[src/rtl/sps_pkg.sv]
package sps_pkg;
  localparam int FIELD_W  = 2;                    // bits per sprite pixel
  localparam int SPRITES  = 2;                    // sprites sharing the store
  localparam int PIX_SPAN = FIELD_W * SPRITES;    // bits per pixel position
  localparam int STEP_PIX = 2;                    // pixels per shift
  localparam int STEP_W   = PIX_SPAN * STEP_PIX;  // bits per shift
endpackage

[src/rtl/sps_spread.sv]
module sps_spread
  import sps_pkg::*;
#(
  parameter int WORD_W = 16,
  localparam int STORE_W = WORD_W * PIX_SPAN
) (
  input  logic [WORD_W-1:0]  lo_word,
  input  logic [WORD_W-1:0]  hi_word,
  input  logic               sel,
  input  logic               dly,
  output logic [STORE_W-1:0] store_bits,
  output logic [STEP_W-1:0]  spill_bits
);
  logic [STORE_W-1:0]        base0;
  logic [STORE_W-1:0]        placed;
  logic [STORE_W+STEP_W-1:0] wide;

  // Sprite 0 positions: pixel i goes to slot i, each slot PIX_SPAN bits wide.
  always_comb begin
    base0 = '0;
    for (int i = 0; i < WORD_W; i++) begin
      base0[STORE_W-1 - PIX_SPAN*i -: FIELD_W] = {hi_word[WORD_W-1-i], lo_word[WORD_W-1-i]};
    end
  end

  // Sprite 1 fields lie one field below sprite 0's.
  assign placed = sel ? (base0 >> FIELD_W) : base0;

  // A delay moves the whole sprite one pixel slot later; the tail spills.
  assign wide = dly ? ({placed, {STEP_W{1'b0}}} >> PIX_SPAN)
                    : {placed, {STEP_W{1'b0}}};

  assign store_bits = wide[STORE_W+STEP_W-1:STEP_W];
  assign spill_bits = wide[STEP_W-1:0];
endmodule

[src/rtl/sps_store.sv]
module sps_store
  import sps_pkg::*;
#(
  parameter int STORE_W = 64
) (
  input  logic               clk,
  input  logic               rst,
  input  logic               load,
  input  logic               shift,
  input  logic [STORE_W-1:0] ld_store,
  input  logic [STEP_W-1:0]  ld_spill,
  output logic [STORE_W-1:0] store_q,
  output logic [STEP_W-1:0]  spill_q
);
  logic [STORE_W-1:0] shifted;
  logic [STEP_W-1:0]  spill_kept;
  logic [STORE_W-1:0] store_d;
  logic [STEP_W-1:0]  spill_d;

  // Shift first; the spill byte fills the vacated low end and is consumed.
  assign shifted    = shift ? {store_q[STORE_W-STEP_W-1:0], spill_q} : store_q;
  assign spill_kept = shift ? '0 : spill_q;

  // Then OR any new sprite bits in.
  assign store_d = shifted    | (load ? ld_store : '0);
  assign spill_d = spill_kept | (load ? ld_spill : '0);

  always_ff @(posedge clk) begin
    if (rst) begin
      store_q <= '0;
      spill_q <= '0;
    end else begin
      store_q <= store_d;
      spill_q <= spill_d;
    end
  end
endmodule

[src/rtl/dual_sprite_shifter.sv]
module dual_sprite_shifter
  import sps_pkg::*;
#(
  parameter int WORD_W = 16
) (
  input  logic              clk,
  input  logic              rst,
  input  logic              load_i,
  input  logic              load_sel_i,
  input  logic [WORD_W-1:0] lo_word_i,
  input  logic [WORD_W-1:0] hi_word_i,
  input  logic              delay_i,
  input  logic              shift_i,
  output logic [STEP_W-1:0] pix_o
);
  localparam int STORE_W = WORD_W * PIX_SPAN;

  logic [STORE_W-1:0] ld_store;
  logic [STEP_W-1:0]  ld_spill;
  logic [STORE_W-1:0] store_q;
  logic [STEP_W-1:0]  spill_q;

  sps_spread #(.WORD_W(WORD_W)) u_spread (
    .lo_word    (lo_word_i),
    .hi_word    (hi_word_i),
    .sel        (load_sel_i),
    .dly        (delay_i),
    .store_bits (ld_store),
    .spill_bits (ld_spill)
  );

  sps_store #(.STORE_W(STORE_W)) u_store (
    .clk      (clk),
    .rst      (rst),
    .load     (load_i),
    .shift    (shift_i),
    .ld_store (ld_store),
    .ld_spill (ld_spill),
    .store_q  (store_q),
    .spill_q  (spill_q)
  );

  // The head byte is a slice of the register itself.
  assign pix_o = store_q[STORE_W-1 -: STEP_W];
endmodule

[config.mk]
export PLATFORM = sky130hd
export DESIGN_NAME = dual_sprite_shifter
export DESIGN_NICKNAME = d
export VERILOG_FILES = /design/src/rtl/sps_pkg.sv /design/src/rtl/sps_spread.sv /design/src/rtl/sps_store.sv /design/src/rtl/dual_sprite_shifter.sv
export SDC_FILE = /design/constraint.sdc
export NUM_CORES = 1
export LEC_CHECK = 0
export BUFFER_PORTS_ARGS = -buffer_cell sky130_fd_sc_hd__buf_4
export CORE_MARGIN = 4
export CORE_UTILIZATION = 60
export DETAILED_ROUTE_END_ITERATION = 16
export PLACE_DENSITY_LB_ADDON = 0.05
export SYNTH_ARGS = -nofsm -noshare
export SYNTH_HDL_FRONTEND = slang
export SYNTH_SLANG_ARGS = --single-unit
export TNS_END_PERCENT = 50
[constraint.sdc]
create_clock -name clk -period 1.5 [get_ports clk]
set_input_delay 0.15 -clock clk [delete_from_list [all_inputs] [get_ports clk]]
set_output_delay 0.15 -clock clk [all_outputs]
set_load 0.05 [all_outputs]
After elaboration in Yosys (flattened, before gate mapping)
Index checks and enable logic that the tools add are counted.
- $add $sub $neg: 0
- multiply operators: 0
- div/mod/pow operators: 0
- order comparisons: 0
- equality and inequality tests: 0
- shifts and indexed selects: 0
- multiplexer cells: 6
- bitwise logic cells: 2
- reduce and logical (&&, ||, !) cells: 0
- operator list (cell ; number):
    64-bit two-way mux ; 3
    72-bit two-way mux ; 1
    64-bit bitwise OR ; 1
    8-bit two-way mux ; 2
    8-bit bitwise OR ; 1
- register bits: 72
- latch bits: 0
- memory bits (writable): 0
- memory bits (read-only): 0
- bits of input ports: 38
- output and inout bits: 8
- word-level logic and storage cells: 10
- memories: 0

Logic depth before layout (Yosys ltp)
- depth after elaboration: 4
- gate-level depth with buffers: 5
- gate-level depth less buffers: 2

Hierarchy
Synthesis repeated with hierarchy kept, for this count alone.
- cells, all modules: 426
- area, all modules: 3728.6 µm²
- by module, submodules not included (module ; instances ; cells an instance ; area an instance (µm²)):
    sps_store ; 1 ; 312 ; 2946.6
    sps_spread ; 1 ; 114 ; 782.0

Least setup slack after synthesis
No wires, ideal clock.
- path type: input to register
- from: input port shift_i
- to: register u_store.store_q[50]
- arrival: 0.761 ns
- data required time: 1.367 ns
- setup slack: 0.607 ns
- cell stages on the path: 5
- buffers on the path: 3
- cells stage by stage: buf_4 buf_6 buf_12 mux2i_1 a31oi_1
- cells in the longest elaborated chain, start to end: 2
- RTL lines (item ; RTL line ; RTL):
    from (decl) ; dual_sprite_shifter.sv:13 ; input logic shift_i,
    64-bit two-way mux ; sps_store.sv:21 ; assign shifted = shift ? {store_q[STORE_W-STEP_W-1:0], spill_q} : store_q;
    64-bit bitwise OR ; sps_store.sv:25 ; assign store_d = shifted | (load ? ld_store : '0);
    to (signal assigned) ; sps_store.sv:33 ; store_q <= store_d;
    to (decl) ; sps_store.sv:12 ; output logic [STORE_W-1:0] store_q,
No other way between the ends.
A chain may end at the register's enable or synchronous reset.

Worst setup path in the final report
- from: register u_store.store_q[57]
- to: output port pix_o[1]
- RTL lines (item ; RTL line ; RTL):
    to (decl) ; dual_sprite_shifter.sv:14 ; output logic [STEP_W-1:0] pix_o
No word-level cell between the ends.

==> impl_metrics.env <==
export IMPL_fillCellCount=501
export IMPL_powerDensity_nw_per_um2=916
export IMPL_routed_wl_um=9250
export IMPL_hp_start="lo_word_i[0]"
export IMPL_worstMarginPinSlew_ps=377
export IMPL_nets=443
export IMPL_boundaryPins=46
export IMPL_fp_dieH_um=90.4
export IMPL_clockBufferDepth=2
export IMPL_place_ws_ps=376
export IMPL_cts_buffers=9
export IMPL_ant_nets=0
export IMPL_path_class="reg2out"
export IMPL_hold_ws_ps=120
export IMPL_slew_headroom_pct=74.9
export IMPL_clock_sinks=68
export IMPL_synth_seq_cells=68
export IMPL_fin_crit_sh_pct=68.1
export IMPL_post_cts_buffers=0
export IMPL_synthAdderAreaFrac_pct=0
export IMPL_grt_met3_usage_pct=3.75
export IMPL_first_global_vias=3019
export IMPL_synth_top_family_by_area="simple AND/OR/NAND/NOR gates"
export IMPL_synth_top_cell_area_share_pct=33.4
export IMPL_synthXorXnorAreaFrac_pct=0
export IMPL_gr_total_overflow=0
export IMPL_crit_family="flip-flops"
export IMPL_crit_slowest_cell="dfxtp_1"
export IMPL_dr_pass1_iters=4
export IMPL_slowest_delay_ps=340
export IMPL_cts_root_buf="clkbuf_8"
export IMPL_synth_cells=398
export IMPL_synth_area_leader_cell="dfxtp_1"
export IMPL_clk_pin_slew_worst_paths_ps=80
export IMPL_muxShareOfSynthArea_pct=14.7
export IMPL_static_leakage_power_nw=1.57
export IMPL_die_area_um2=8180
export IMPL_hold_end="u_store.spill_q[6]"
export IMPL_rsz0062_at_grt="no"
export IMPL_yosys_warnings=0
export IMPL_core_um2=6460
export IMPL_setup_tns_ps=0
export IMPL_synthToLayoutAreaGrowth_pct=9.27
export IMPL_multi_input_area_um2=2190
export IMPL_p_total_mw=4.08
export IMPL_yosysSeqAreaShare_pct=33.4
export IMPL_synth_compound_area_share_pct=10.2
export IMPL_postLayoutCellArea_um2=4460
export IMPL_fmax_ghz=0.979
export IMPL_crit_required_ps=1350
export IMPL_fin_util_pct=69.0
export IMPL_cts_tree="done"
export IMPL_clk_latency_ps=340
export IMPL_fin_cells=487
export IMPL_portBuffers=45
export IMPL_drt_initial_drc_count=213
export IMPL_hold_viol_final=0
export IMPL_regToRegEndpoint="u_store.store_q[42]"
export IMPL_cp_start_kind="register"
export IMPL_grt_pass1_wl_um=15200
export IMPL_finClkSkew_ps=7.72
export IMPL_ir_worst_vdd_mv=0.600
export IMPL_path_buf_inv=1
export IMPL_final_setup_viol_count=0
export IMPL_initial_core_util_pct=63.1
export IMPL_drc=0
export IMPL_die_w_um=90.4
export IMPL_synth_cell_types=14
export IMPL_cp_cell_sequence="buf_4"
export IMPL_gp_congestion=0.748
export IMPL_vias_per_cell=6.78
export IMPL_regToRegSetupSlack_ps=780
export IMPL_synthSimpleGateAreaFrac_pct=28.7
export IMPL_fin_ws_ps=478
export IMPL_syn_nets=436
export IMPL_grt_max_degree=39
export IMPL_arrival_ps=870
export IMPL_endpoint_kind="primary output"
export IMPL_via_count=3300
export IMPL_dp_cells=471
export IMPL_rows=29
export IMPL_reg2reg_depth=2
export IMPL_cp_max_fo=2
export IMPL_post_dp_cell_area_um2=4290
export IMPL_avgSynthCellArea_um2=10.2
export IMPL_drive_gt1_share_pct=18.5
export IMPL_hold_depth=3
export IMPL_grt_util_met1_pct=30.0
export IMPL_busiest_layer="met2"
export IMPL_ctsHoldBuffers=0
export IMPL_hpwl_um=6130
export IMPL_grt_usage_pct=22.3
export IMPL_min_period_ps=1020
export IMPL_ctsResizeCount=0
export IMPL_synth_area_leaders="dfxtp_1 (33%), mux2i_1 (15%), nand4b_1 (14%)"
export IMPL_grt_use_met2_pct=35.9
export IMPL_hold_path_class="in2reg"
export IMPL_r2r_start="u_store.store_q[34]"
export IMPL_maxCapViolCount=0
export IMPL_wl_per_cell_um=19.0
export IMPL_drv_slew=0
export IMPL_ctsHtreeMaxLevel=3
export IMPL_seq_area_um2=1360
export IMPL_status="finished clean"
export IMPL_syn_area_um2=4080
export IMPL_antenna_found_initial=0
export IMPL_diodes=0
==> sequential cells by signal, indices dropped and copies added, names as in the netlist <==
register         flops
u_store.store_q     64
u_store.spill_q      4
==> kinds of logic after synthesis <==
logic type | count (synthesis)
AO/OA/AOI/OAI | 68
buffers and inverters | 66
multiplexers | 60
flip-flops | 68
AND/OR/NAND/NOR | 136
==> placed cells by master, fill, tap and decap left out, types with 8 or more instances in the layout <==
master,netlist,layout
dfxtp_1,68,68
nand4_1,32,32
a31oi_1,60,60
buf_4,18,48
buf_12,2,14
clkbuf_8,0,10
nand2b_1,8,8
mux2i_1,60,60
nand4bb_1,32,32
a21oi_1,8,8
nand4b_1,64,64
==> layout make-up <==
class	count	share of cell area, %
clock inverters	4	0.562
clock buffers	12	3.26
repair buffers	62	14.4
well taps	77	2.16
flip-flops and latches	68	30.6
multi-input cells	264	49.1
==> power breakdown <==
| group | switching (mW) | internal (mW) | total, mW |
|---|---|---|---|
| sequential | 0.0719 | 1.92 | 1.99 |
| combinational | 0.401 | 0.359 | 0.760 |
| clock | 0.690 | 0.641 | 1.33 |
| total | 1.16 | 2.92 | 4.08 |
==> cells in the mapped netlist <==
master / count
dfxtp_1: 68
nand4b_1: 64
a31oi_1: 60
mux2i_1: 60
nand4_1: 32
nand4bb_1: 32
buf_6: 21
buf_4: 18
clkbuf_1: 14
buf_2: 10
a21oi_1: 8
nand2b_1: 8
buf_12: 2
buf_8: 1
==> how the worst max path moves through the flow <==
| stage | start | to | slack, ps | cells past startpoint |
|---|---|---|---|---|
| after floorplan | shift_i | u_store.store_q[50] | 610 | 5 |
| after global placement | shift_i | u_store.store_q[5] | 400 | 4 |
| after detailed placement | shift_i | u_store.store_q[49] | 380 | 4 |
| after global routing | u_store.store_q[57] | pix_o[1] | 430 | 1 |
| after CTS | u_store.store_q[57] | pix_o[1] | 450 | 1 |
| final | u_store.store_q[57] | pix_o[1] | 480 | 1 |
==> worst min-delay path, delay by kind of cell <==
family	cells	cell delay [ps]
AND/OR/NAND/NOR	1	80
buffers and inverters	1	120
AO/OA/AOI/OAI	1	50
==> layer usage <==
| metal | share of wire, % | vias to the layer above |
|---|---|---|
| met4 | 1.2 | 0 |
| li1 | - | 1608 |
| met1 | 47 | 1610 |
| met3 | 4.0 | 10 |
| met5 | 0 | - |
| met2 | 48 | 72 |
Power figures use the tool's default switching activity.
